### src/rtl/srcg_pkg.sv
package srcg_pkg;

  typedef enum logic [1:0] {
    OP_WRITE = 2'b00,
    OP_SET   = 2'b01,
    OP_CLEAR = 2'b10,
    OP_RSVD  = 2'b11
  } wr_op_e;

endpackage

### src/rtl/srcg_wr_merge.sv
module srcg_wr_merge #(
  parameter int DATA_W = 32
) (
  input  logic              wr_en_i,
  input  logic [1:0]        wr_op_i,
  input  logic [DATA_W-1:0] wr_data_i,
  input  logic [DATA_W-1:0] cur_i,
  output logic [DATA_W-1:0] nxt_o
);
  import srcg_pkg::*;

  wr_op_e op;
  assign op = wr_op_e'(wr_op_i);

  // per-bit merge cell
  for (genvar b = 0; b < DATA_W; b++) begin : g_bit
    always_comb begin
      nxt_o[b] = cur_i[b];
      if (wr_en_i) begin
        case (op)
          OP_WRITE: nxt_o[b] = wr_data_i[b];
          OP_SET:   nxt_o[b] = cur_i[b] | wr_data_i[b];
          OP_CLEAR: nxt_o[b] = cur_i[b] & ~wr_data_i[b];
          default:  nxt_o[b] = cur_i[b];
        endcase
      end
    end
  end

endmodule

### src/rtl/srcg_settle_timer.sv
module srcg_settle_timer #(
  parameter int SETTLE_CYCLES = 3
) (
  input  logic clk_i,
  input  logic rst_i,
  input  logic sft_i,
  input  logic gate_i,
  output logic done_o
);
  localparam int CNT_W = (SETTLE_CYCLES > 1) ? $clog2(SETTLE_CYCLES) : 1;
  localparam logic [CNT_W-1:0] LAST = CNT_W'(SETTLE_CYCLES - 1);

  logic [CNT_W-1:0] cnt_q;
  logic             armed;

  assign armed  = sft_i & ~gate_i;
  assign done_o = armed & (cnt_q == LAST);

  always_ff @(posedge clk_i) begin
    if (rst_i || !armed || done_o) cnt_q <= '0;
    else                           cnt_q <= cnt_q + 1'b1;
  end

  AST_CNT_BOUND: assert property (@(posedge clk_i) disable iff (rst_i)
    cnt_q <= LAST);
  AST_CNT_ABANDON: assert property (@(posedge clk_i) disable iff (rst_i)
    !sft_i |=> cnt_q == '0);

endmodule

### src/rtl/srcg_ctrl_reg.sv
module srcg_ctrl_reg #(
  parameter int DATA_W        = 32,
  parameter int SFT_BIT       = 31,
  parameter int GATE_BIT      = 30,
  parameter int SETTLE_CYCLES = 3
) (
  input  logic              clk_i,
  input  logic              rst_i,
  input  logic              wr_en_i,
  input  logic [1:0]        wr_op_i,
  input  logic [DATA_W-1:0] wr_data_i,
  output logic [DATA_W-1:0] rd_data_o,
  output logic              periph_rst_o,
  output logic              periph_clk_en_o
);
  localparam logic [DATA_W-1:0] SFT_MASK  = DATA_W'(1) << SFT_BIT;
  localparam logic [DATA_W-1:0] GATE_MASK = DATA_W'(1) << GATE_BIT;
  localparam logic [DATA_W-1:0] POR_VAL   = SFT_MASK | GATE_MASK;

  logic [DATA_W-1:0] ctrl_q;
  logic [DATA_W-1:0] sw_nxt;
  logic              hw_set;

  srcg_wr_merge #(.DATA_W(DATA_W)) u_merge (
    .wr_en_i   (wr_en_i),
    .wr_op_i   (wr_op_i),
    .wr_data_i (wr_data_i),
    .cur_i     (ctrl_q),
    .nxt_o     (sw_nxt)
  );

  srcg_settle_timer #(.SETTLE_CYCLES(SETTLE_CYCLES)) u_timer (
    .clk_i  (clk_i),
    .rst_i  (rst_i),
    .sft_i  (ctrl_q[SFT_BIT]),
    .gate_i (ctrl_q[GATE_BIT]),
    .done_o (hw_set)
  );

  always_ff @(posedge clk_i) begin
    if (rst_i) begin
      ctrl_q <= POR_VAL;
    end else begin
      ctrl_q <= sw_nxt;
      if (hw_set) ctrl_q[GATE_BIT] <= 1'b1;
    end
  end

  assign rd_data_o       = ctrl_q;
  assign periph_rst_o    = ctrl_q[SFT_BIT];
  assign periph_clk_en_o = ~ctrl_q[GATE_BIT];

  AST_SET_ALIAS: assert property (@(posedge clk_i) disable iff (rst_i)
    wr_en_i && wr_op_i == 2'b01 |=> (ctrl_q & $past(wr_data_i)) == $past(wr_data_i));
  AST_CLEAR_ALIAS: assert property (@(posedge clk_i) disable iff (rst_i)
    wr_en_i && wr_op_i == 2'b10 |=> ((ctrl_q & $past(wr_data_i)) & ~GATE_MASK) == '0);
  AST_RSVD_NO_CHANGE: assert property (@(posedge clk_i) disable iff (rst_i)
    wr_en_i && wr_op_i == 2'b11 |=> (ctrl_q & ~GATE_MASK) == ($past(ctrl_q) & ~GATE_MASK));
  AST_HW_GATE_NEEDS_SFT: assert property (@(posedge clk_i) disable iff (rst_i)
    $rose(ctrl_q[GATE_BIT]) && !$past(wr_en_i) |-> $past(ctrl_q[SFT_BIT]));

endmodule

### config.mk
export PLATFORM = sky130hd
export DESIGN_NAME = srcg_ctrl_reg
export DESIGN_NICKNAME = d
export VERILOG_FILES = /design/src/rtl/srcg_pkg.sv /design/src/rtl/srcg_wr_merge.sv /design/src/rtl/srcg_settle_timer.sv /design/src/rtl/srcg_ctrl_reg.sv
export SDC_FILE = /design/constraint.sdc
export NUM_CORES = 1
export LEC_CHECK = 0
export ABC_AREA = 1
export CAP_MARGIN = 30
export CORE_UTILIZATION = 40
export DETAILED_ROUTE_END_ITERATION = 8
export DONT_BUFFER_PORTS = 1
export PLACE_DENSITY = 0.63
export SKIP_CTS_REPAIR_TIMING = 1
export SYNTH_ARGS = -nofsm -noshare
export SYNTH_HDL_FRONTEND = slang
export SYNTH_SLANG_ARGS = --single-unit
### constraint.sdc
create_clock -name clk_i -period 1.45 [get_ports clk_i]
set_clock_uncertainty 0.2 [all_clocks]
set_input_delay 0.2175 -clock clk_i [delete_from_list [all_inputs] [get_ports clk_i]]
set_output_delay 0.2175 -clock clk_i [all_outputs]
set_load 0.02 [all_outputs]
# == Word level (Yosys, flattened, before mapping) ==
# Cells that the tools add are included.
# word_totals
ff_bits,34
inputBits,37
out_inout_bits,34
wordCells,145
# op_classes
add_sub_neg,1
eq_ne,3
n_mux,32
n_bitwise,99
reduce_logical,7
# ops
cell,n
$pmux W1 S3,32
$and A1 B1 Y1,34
$not A1 Y1,33
$or A1 B1 Y1,32
$eq A2 B2 Y1 const B,2
$reduce_bool A3 Y1,1
$add A2 B1 Y2 const B,1
$eq A2 B1 Y1 const B,1
$logic_not A2 Y1,1
$logic_or A1 B1 Y1,2
$reduce_and A2 Y1,1
$reduce_or A2 Y1,1
$logic_not A1 Y1,1

# == Longest topological paths before layout ==
# Gate-level depths: netlist of run 1.
# logic_depth
word_depth,5
mapped_depth,8
mapped_depth_nobuf,7

# == Cells and area by module ==
# Synthesis of run 1 repeated with hierarchy kept, for this count alone.
# hier_totals
cells_unflattened,317
area_unflattened_um2,1930.6
# modules_own_cells
module,instances,cells_per_inst,area_per_inst_um2,seq_area_each_um2
srcg_ctrl_reg,1,101,928.4,640.6
srcg_wr_merge,1,205,915.9,0.0
srcg_settle_timer,1,11,86.3,40.0

# == Worst setup path after synthesis of run 1 ==
# No wires, ideal clock.
# synth_timing
kind,input port to flip-flop
start,in wr_op_i[0]
end,"reg ctrl_q[20], in the netlist rd_data_o[20]"
t_arrival_ns,1.094
t_required_ns,1.136
slack_ns,0.043
cell_stages,8
n_path_buf,2
path_cell_list,inv_1 ha_1 buf_6 nor2_8 buf_6 nand2_1 a21oi_1 nor2_1
# synth_via
elab_chain_len,3
elab_cells_between_ends,6
# synth_lines
item,line_no,text
"start, declared",srcg_ctrl_reg.sv:10,"input logic [1:0] wr_op_i,"
$eq A2 B1 Y1 (tied with other cells),srcg_wr_merge.sv:20,case (op)
$reduce_bool A3 Y1 (no line),-,
$reduce_and A2 Y1 (no line),-,
"end signal, assigned",srcg_ctrl_reg.sv:44,ctrl_q <= sw_nxt;
"end, declared",srcg_ctrl_reg.sv:20,logic [DATA_W-1:0] ctrl_q;
# Parallel ways exist; a longest one is shown, timed or not.
# A chain may end at the register's enable or synchronous reset.

# == Worst setup path in the final report of run 1 ==
# layout_timing
start,"reg ctrl_q[31], in the netlist rd_data_o[31]"
end,out rd_data_o[31]
# layout_lines
item,line_no,text
"end, declared",srcg_ctrl_reg.sv:12,"output logic [DATA_W-1:0] rd_data_o,"
# No word-level cell between the ends.

==> results.yml, run 1 <==
detailed_routing:
  wl_per_cell_um: 10.9
  routed_via_count: 2206
  number_of_drc_violations_after_detailed_routing: 0
  dr.pass1.iters: 5
  dr.first_iter.drc_count: 158
  drt-total-wl_um: 5390
  ant_nets: 0
  detail_route.vias_per_cell: 4.47
global_route:
  globalRouteTotalUtil_pct: 17.8
  globalRoute.totalOverflow: 0
  grt_start_max_net_pins: 32
  grt_antenna_before_repair: 0
  grt_pass1_vias: 1892
  grt_pass1_wl_um: 8590
die:
  floorplan.die.width_um: 77.4
  row_count: 27
  core_area_sq_um: 5510
  io_pins: 71
  starting_density_of_the_core_pct: 41.3
  die-height_um: 77.4
  die-area_sq_um: 6000
placed_design:
  final_replace_weighted_congestion: 0.746
  numPortBuffers: 0
  total_placed_cells_including_tap_cells: 456
  place.detailed.hpwl_um: 3620
cts:
  cts_num_sinks: 34
  clk_pin_slew_worst_paths_ns: 0.07
  cts-root-to-sink-buffers: 2
  clock_insertion_delay_worst_skew_ns: 0.28
  tritoncts.num_buffers: 5
  tritoncts: "yes"
  ctsRootBufferMaster: "clkbuf_8"
  htree_levels: 2
setup_path:
  critPathMaxFanout: 3
  critical-path-top-delay-family: "flip-flops"
  worst_setup_path_end_kind: "primary output"
  critPathBufInv: 1
  critPathLaunchType: "register"
  biggest_cell_delay_along_the_critical_path_ns: 0.33
  critical_path_required_ns: 1.03
  cp.arrival_ns: 0.80
  cpMaxStageDelayCell: "dfxtp_1"
  setup.worst_path.class: "register to primary output"
  critical_path.cell_chain: "buf_4"
synth:
  average_size_of_a_mapped_cell_sq_um: 5.84
  seq_area_frac_synth_pct: 29.9
  synthCells: 390
  mappedNetlistArea_sq_um: 2280
  yosys.cell_types.count: 16
  postSynthRegisterBits: 34
  mappedNetlistNets: 431
  yosys_warnings: 0
power_and_ir_drop:
  power.share.clock_pct: 30.0
  internal_power_consumption_mw: 1.65
  vdd_drop_max_mv: 0.312
  p_per_area_nw_per_um2: 881
  p_comb_share_pct: 24.7
  static-leakage-power_nw: 1.42
  switchingPower_mw: 0.784
  pwr-share-seq_pct: 45.2
  power_switching_share_pct: 32.2
timing:
  max-slew-margin-rel_pct: 76.1
  maxSlewViolCount: 0
  timing.hold.ws_ns: -0.0403
  finalCriticalPeriod_ns: 1.22
  fin_setup_tns_ns: 0
  grt_setup_unrepaired: "no"
  worst-slew-pin-transition_ns: 0.358
  layout_worst_path_cycle_share_pct: 83.9
  setup_violations: 0
  number_of_failing_hold_endpoints_at_the_final_stage: 30
  fmax_mhz: 822
finish:
  post_layout_nonfiller_instances: 494
  number_of_antenna_cells_inserted: 0
  num-fill-cells: 554
  ff_latch_area_sq_um: 681
  layout_commonest_cell: "nand2_1"
  synthToLayoutAreaGrowth_pct: 21.4
  most-common-layout-cells: "nand2_1, inv_1, nor2_1, dfxtp_1, nand3_1"
  nNetsFinal: 462
  multi_input_area_sq_um: 1170
  drive_above_1_share_pct: 8.77
outcome:
  status: "finished with violations"
  failing_checks: "hold timing"
worst_hold_path:
  holdCritPathClass: "primary input to register"
flow_run:
  max_cap_viol_count: 0
cell families after synthesis:
logic type               after synthesis  share of synthesized area, %
AO/OA/AOI/OAI                         35                          9.57
buffers and inverters                 93                          18.7
adder cells (fa/ha/maj)                4                          2.20
AND/OR/NAND/NOR                      224                          39.6
flip-flops                            34                          29.9
flip-flops by register name, indices dropped and copies added, names as in the netlist:
name / count
rd_data_o: 32
u_timer.cnt_q: 2
Yosys cell counts (all sizes together):
master | n | area (sq um)
nor2 | 36 | 151
ha | 4 | 50.1
clkbuf | 3 | 11.3
buf | 21 | 156
o21bai | 2 | 15.0
a21oi | 31 | 193
nand3 | 33 | 165
o21ai | 2 | 10.0
inv | 69 | 259
nand2 | 155 | 584
dfxtp | 34 | 681
power by group through the flow:
| stage | Clock, mW | Combinational [mW] | Sequential (mW) |
|---|---|---|---|
| 6_report | 0.731 | 0.602 | 1.10 |
| 5_1_grt | 0.797 | 0.688 | 1.11 |
| 4_1_cts | 0.768 | 0.539 | 1.10 |
| 3_5_place_dp | 0 | 0.537 | 1.12 |
| 3_3_place_gp | 0 | 0.527 | 1.12 |
| 2_1_floorplan | 0 | 0.446 | 1.12 |
per-layer routing:
layer / vias to the layer above / GRT usage (%) / share of wire, %
li1: 1213 / - / -
met1: 920 / 22.2 / 46
met2: 71 / 29.2 / 46
met3: 2 / 5.76 / 7.4
met4: 0 / 5.09 / 0.50
met5: - / 0 / 0
final timing paths:
| path | start | endpoint | slack [ns] | cells past startpoint |
|---|---|---|---|---|
| setup / recovery | rd_data_o[31] | rd_data_o[31] | 0.23 | 1 |
| hold / removal | wr_data_i[3] | rd_data_o[3] | -0.04 | 4 |
| setup reg to reg | u_timer.cnt_q[0] | rd_data_o[30] | 0.34 | 6 |
| hold reg to reg | u_timer.cnt_q[0] | u_timer.cnt_q[0] | 0.21 | 1 |
metrics by stage:
stage | power (mW) | setup slack (ns) | instance area [sq um] | util, %
after global placement | 1.65 | -0.0266 | 2370 | 43.1
after CTS | 2.41 | 0.219 | 2460 | 44.7
final | 2.43 | 0.234 | 2760 | 50.2
after global routing | 2.59 | 0.134 | 2760 | 50.2
after detailed placement | 1.66 | -0.0633 | 2370 | 43.1
after floorplan | 1.56 | 0.0426 | 2280 | -
final cells by class:
class                      instances  share of cell area [%]
sequential                        34                    24.6
clock inverter                     1                   0.181
multi-input combinational        263                    42.3
clock buffer                       7                    3.12
timing repair buffer              48                    17.1
tap                               72                    3.26
inverter                          69                    9.37
Power figures use the tool's default switching activity.
==> inputs of run 2 (changes only) <==
PLACE_DENSITY = 0.61   (was 0.63)
clock period = 1.2 ns   (was 1.45 ns; I/O delays follow)
==> run 2 against run 1 <==
Effect of this change:
- the run still ends with hold timing left
- non-clock buffer count grew 30
- clock-buffer cell count grew 1
- worst hold slack lost 0.044 ns
- register-to-register slack lost 0.26 ns
==> results.yml, run 2 (same netlist as run 1, synthesis figures left out) <==
outcome:
  status: "finished with violations"
  failing_checks: "hold timing"
cts:
  tritoncts: "yes"
  cts_num_sinks: 34
  clk_pin_slew_worst_paths_ns: 0.07
  cts-root-to-sink-buffers: 2
  tritoncts.num_buffers: 5
  clock_insertion_delay_worst_skew_ns: 0.28
  ctsRootBufferMaster: "clkbuf_8"
  htree_levels: 2
finish:
  drive_above_1_share_pct: 17.3
  number_of_antenna_cells_inserted: 0
  max_reg_flops: 32
  most-common-layout-cells: "nand2_1, inv_1, buf_4, nor2_1, nand3_1"
  layout_commonest_cell: "nand2_1"
  nNetsFinal: 492
  synthToLayoutAreaGrowth_pct: 34.6
  utilization_pct: 55.6
die:
  io_pins: 71
  starting_density_of_the_core_pct: 41.3
  floorplan.die.width_um: 77.4
  die-height_um: 77.4
  die-area_sq_um: 6000
  row_count: 27
  core_area_sq_um: 5510
detailed_routing:
  drt-total-wl_um: 5560
  dr.pass1.iters: 4
  wl_per_cell_um: 10.6
  dr.first_iter.drc_count: 111
  routed_via_count: 2366
  detail_route.vias_per_cell: 4.52
  ant_nets: 0
  number_of_drc_violations_after_detailed_routing: 0
setup_path:
  cpMaxStageDelayCell: "dfxtp_2"
  critical_path_required_ns: 0.82
  cp.arrival_ns: 0.79
  biggest_cell_delay_along_the_critical_path_ns: 0.35
  timing.reg2reg.setup_slack_ns: 0.08
  critical_path.cell_chain: "inv_2, buf_6"
  critPathMaxFanout: 3
  critPathLaunchType: "register"
  worst_setup_path_end_kind: "primary output"
  setup.worst_path.class: "register to primary output"
timing:
  timing.hold.ws_ns: -0.0846
  max-slew-margin-rel_pct: 77.8
  setup_violations: 0
  postLayoutSetupSlackWorst_ns: 0.0254
  fmax_mhz: 851
  finalCriticalPeriod_ns: 1.17
  layout_worst_path_cycle_share_pct: 97.9
  worst-slew-pin-transition_ns: 0.333
  maxSlewViolCount: 0
  number_of_failing_hold_endpoints_at_the_final_stage: 30
  grt_setup_unrepaired: "yes"
power_and_ir_drop:
  p_per_area_nw_per_um2: 1040
  static-leakage-power_nw: 1.60
  vdd_drop_max_mv: 0.544
  total_power_mw: 3.20
global_route:
  grt_pass1_wl_um: 9150
  globalRoute.totalOverflow: 0
  globalRouteTotalUtil_pct: 18.9
  grt_start_max_net_pins: 32
  grt_antenna_before_repair: 0
  grt_pass1_vias: 2096
placed_design:
  final_replace_weighted_congestion: 0.722
  numPortBuffers: 0
  place_worst_setup_slack_ns: -0.104
  place.detailed.hpwl_um: 3760
flow_run:
  max_cap_viol_count: 0
worst_hold_path:
  holdCritPathClass: "primary input to register"
## run 2: cell count changes in the layout (fill, tap and decap cells not counted), sizes merged
cell / previous run / this run
clkinv: 1 / 0
dlygate4sd3: 30 / 32
clkbuf: 7 / 8
buf: 18 / 46
## run 2: where the power goes
| part | internal, mW | leakage [nW] | switching, mW |
|---|---|---|---|
| clock | 0.580 | 0.0575 | 0.432 |
| sequential | 1.21 | 0.279 | 0.0411 |
| combinational | 0.421 | 1.27 | 0.518 |
## run 2: area by class of cell
type	count	area, sq um
Fill cell	552	2440
Multi-Input combinational cell	263	1190
Timing Repair Buffer	78	719
Sequential cell	34	686
Inverter	69	264
Clock buffer	8	110
Tap cell	72	90.1
## run 2: worst paths after layout
kind | start | to | cells past startpoint
setup / recovery | rd_data_o[30] | periph_clk_en_o | 2
hold / removal | wr_data_i[6] | rd_data_o[6] | 4
setup reg to reg | u_timer.cnt_q[0] | rd_data_o[30] | 6
hold reg to reg | u_timer.cnt_q[0] | u_timer.cnt_q[0] | 1
## run 2: metal layers
| metal | track usage, % | share of wire (%) |
|---|---|---|
| met1 | 22.4 | 47 |
| met2 | 32.6 | 47 |
| met3 | 5.65 | 5.4 |
| met4 | 6.04 | 0.83 |
| met5 | 0 | 0 |
## run 2: critical path, delay by kind of cell (launching register included)
family   cells  cell delay, ns
flops        1            0.35
buf+inv      2            0.17
## run 2: through the flow
stage / area (sq um) / hold WS, ns / cells / TNS, ns
after CTS: 2730 / -0.212 / 492 / -0.0769
after floorplan: 2310 / 0.0758 / 390 / -3.04
final: 3060 / -0.0846 / 524 / 0
after detailed placement: 2620 / 0.0892 / 484 / -2.69
after global placement: 2620 / 0.0838 / 484 / -2.44
after global routing: 3060 / -0.0815 / 524 / -0.0196
==> inputs of run 3 (changes only) <==
CELL_PAD_IN_SITES_DETAIL_PLACEMENT = 0   (was unset)
CELL_PAD_IN_SITES_GLOBAL_PLACEMENT = 1   (was unset)
PLACE_DENSITY = 0.83   (was 0.61)
==> run 3 against run 2 <==
Effect of this change:
- the flow still finishes with violations (hold timing)
- final area up 1.5%
- sequential share of layout area down 0.33 points
- non-clock buffer count up 6
- worst setup slack worse by 0.0076 ns
- worst hold slack better by 0.0041 ns
- critical path type unchanged
- largest power group unchanged
- highest routed layer unchanged
==> results.yml, run 3 (same netlist as run 1, synthesis figures left out) <==
setup_path:
  timing.reg2reg.setup_slack_ns: 0.10
  critical_path_required_ns: 0.82
  reg2reg_to: "rd_data_o[30]"
  timing.rr.start: "u_timer.cnt_q[0]"
  cp.arrival_ns: 0.80
  worst_setup_path_end_kind: "primary output"
  setup.worst_path.class: "register to primary output"
  critPathMaxFanout: 3
  cell_depth_of_the_worst_flop_to_flop_path: 6
  critPathLaunchType: "register"
worst_hold_path:
  worstHoldPathCells: 4
  holdCritPathClass: "primary input to register"
  worstHoldEndpoint: "rd_data_o[25]"
  hold_start: "wr_en_i"
detailed_routing:
  detail_route.vias_per_cell: 4.53
  routed_via_count: 2402
  drt-total-wl_um: 5760
  dr.first_iter.drc_count: 120
  dr.pass1.iters: 4
  wl_per_cell_um: 10.9
  ant_nets: 0
  number_of_drc_violations_after_detailed_routing: 0
finish:
  ff_latch_area_sq_um: 686
  max_reg_flops: 32
  post_route_cell_area_sq_um: 3110
  num-fill-cells: 544
  multi_input_area_sq_um: 1200
  nNetsFinal: 498
  number_of_antenna_cells_inserted: 0
  drive_above_1_share_pct: 17.9
  layout_commonest_cell: "nand2_1"
  synthToLayoutAreaGrowth_pct: 36.6
  most-common-layout-cells: "nand2_1, inv_1, buf_4, nor2_1, dlygate4sd3_1"
die:
  die-area_sq_um: 6000
  row_count: 27
  core_area_sq_um: 5510
  die-height_um: 77.4
  floorplan.die.width_um: 77.4
  starting_density_of_the_core_pct: 41.3
  io_pins: 71
power_and_ir_drop:
  p_per_area_nw_per_um2: 994
  switchingPower_mw: 0.987
  power_switching_share_pct: 31.9
  power.share.clock_pct: 28.5
  total_power_mw: 3.09
  p_comb_share_pct: 31.2
  pwr-share-seq_pct: 40.3
  internal_power_consumption_mw: 2.11
  vdd_drop_max_mv: 0.738
  static-leakage-power_nw: 1.62
cts:
  cts_num_sinks: 34
  htree_levels: 2
  clk_pin_slew_worst_paths_ns: 0.07
  cts-root-to-sink-buffers: 2
  tritoncts.num_buffers: 5
  tritoncts: "yes"
  clock_insertion_delay_worst_skew_ns: 0.28
  ctsRootBufferMaster: "clkbuf_8"
outcome:
  failing_checks: "hold timing"
  status: "finished with violations"
global_route:
  grt_pass1_vias: 2161
  grt_antenna_before_repair: 0
  globalRoute.totalOverflow: 0
  grt_start_max_net_pins: 32
  grt_pass1_wl_um: 9630
  globalRouteTotalUtil_pct: 19.8
placed_design:
  postPlaceCellArea_sq_um: 2670
  final_replace_weighted_congestion: 0.734
  place.detailed.hpwl_um: 3920
  numPortBuffers: 0
timing:
  layout_worst_path_cycle_share_pct: 98.5
  worst-slew-pin-transition_ns: 0.230
  max-slew-margin-rel_pct: 84.7
  maxSlewViolCount: 0
  number_of_failing_hold_endpoints_at_the_final_stage: 30
  grt_setup_unrepaired: "yes"
  finalCriticalPeriod_ns: 1.18
  timing.hold.ws_ns: -0.0805
  setup_violations: 0
  fmax_mhz: 846
flow_run:
  max_cap_viol_count: 0
==> run 3: layout make-up <==
class	count	area share, %
clock inverters	1	0.161
flip-flops and latches	34	22.1
clock buffers	7	2.78
well taps	72	2.90
multi-input cells	263	38.5
inverters	69	8.49
repair buffers	84	25.2
==> run 3: layer usage <==
metal | up-vias | GRT usage, % | wire length (um)
met4 | 0 | 6.23 | 47
met2 | 57 | 32.0 | 2640
met3 | 4 | 5.76 | 322
li1 | 1284 | - | -
met5 | - | 0 | 0
met1 | 1057 | 25.2 | 2740
==> run 3: stage by stage <==
step | setup TNS, ns | utilization (%) | setup slack, ns | instances
after global routing | -0.0234 | 56.5 | -0.0234 | 530
final | 0 | 56.5 | 0.0178 | 530
after detailed placement | -2.50 | 48.4 | -0.0965 | 488
after global placement | -2.10 | 48.4 | -0.0824 | 488
after floorplan | -3.04 | - | -0.113 | 390
after CTS | -0.0776 | 50.1 | -0.0673 | 496
==> run 3: power groups by stage <==
stage,combinational (mW),sequential (mW),clock (mW)
detailed placement,0.860,1.27,0
global placement,0.847,1.27,0
CTS,0.861,1.24,0.923
global route,1.09,1.25,0.961
floorplan,0.549,1.35,0
finish,0.964,1.25,0.882
==> run 3: how the worst max path moves through the flow <==
stage	startpoint	end	slack, ns
global route	rd_data_o[30]	periph_clk_en_o	-0.02
finish	rd_data_o[30]	periph_clk_en_o	0.02
floorplan	wr_op_i[1]	rd_data_o[20]	-0.11
detailed placement	wr_op_i[1]	rd_data_o[9]	-0.1
global placement	wr_op_i[1]	rd_data_o[21]	-0.08
CTS	rd_data_o[30]	periph_clk_en_o	-0.07
==> run 3: critical path: stages (launching register included) <==
cell and delay [ns]:
dfxtp_2 0.35, inv_2 0.05, buf_6 0.12
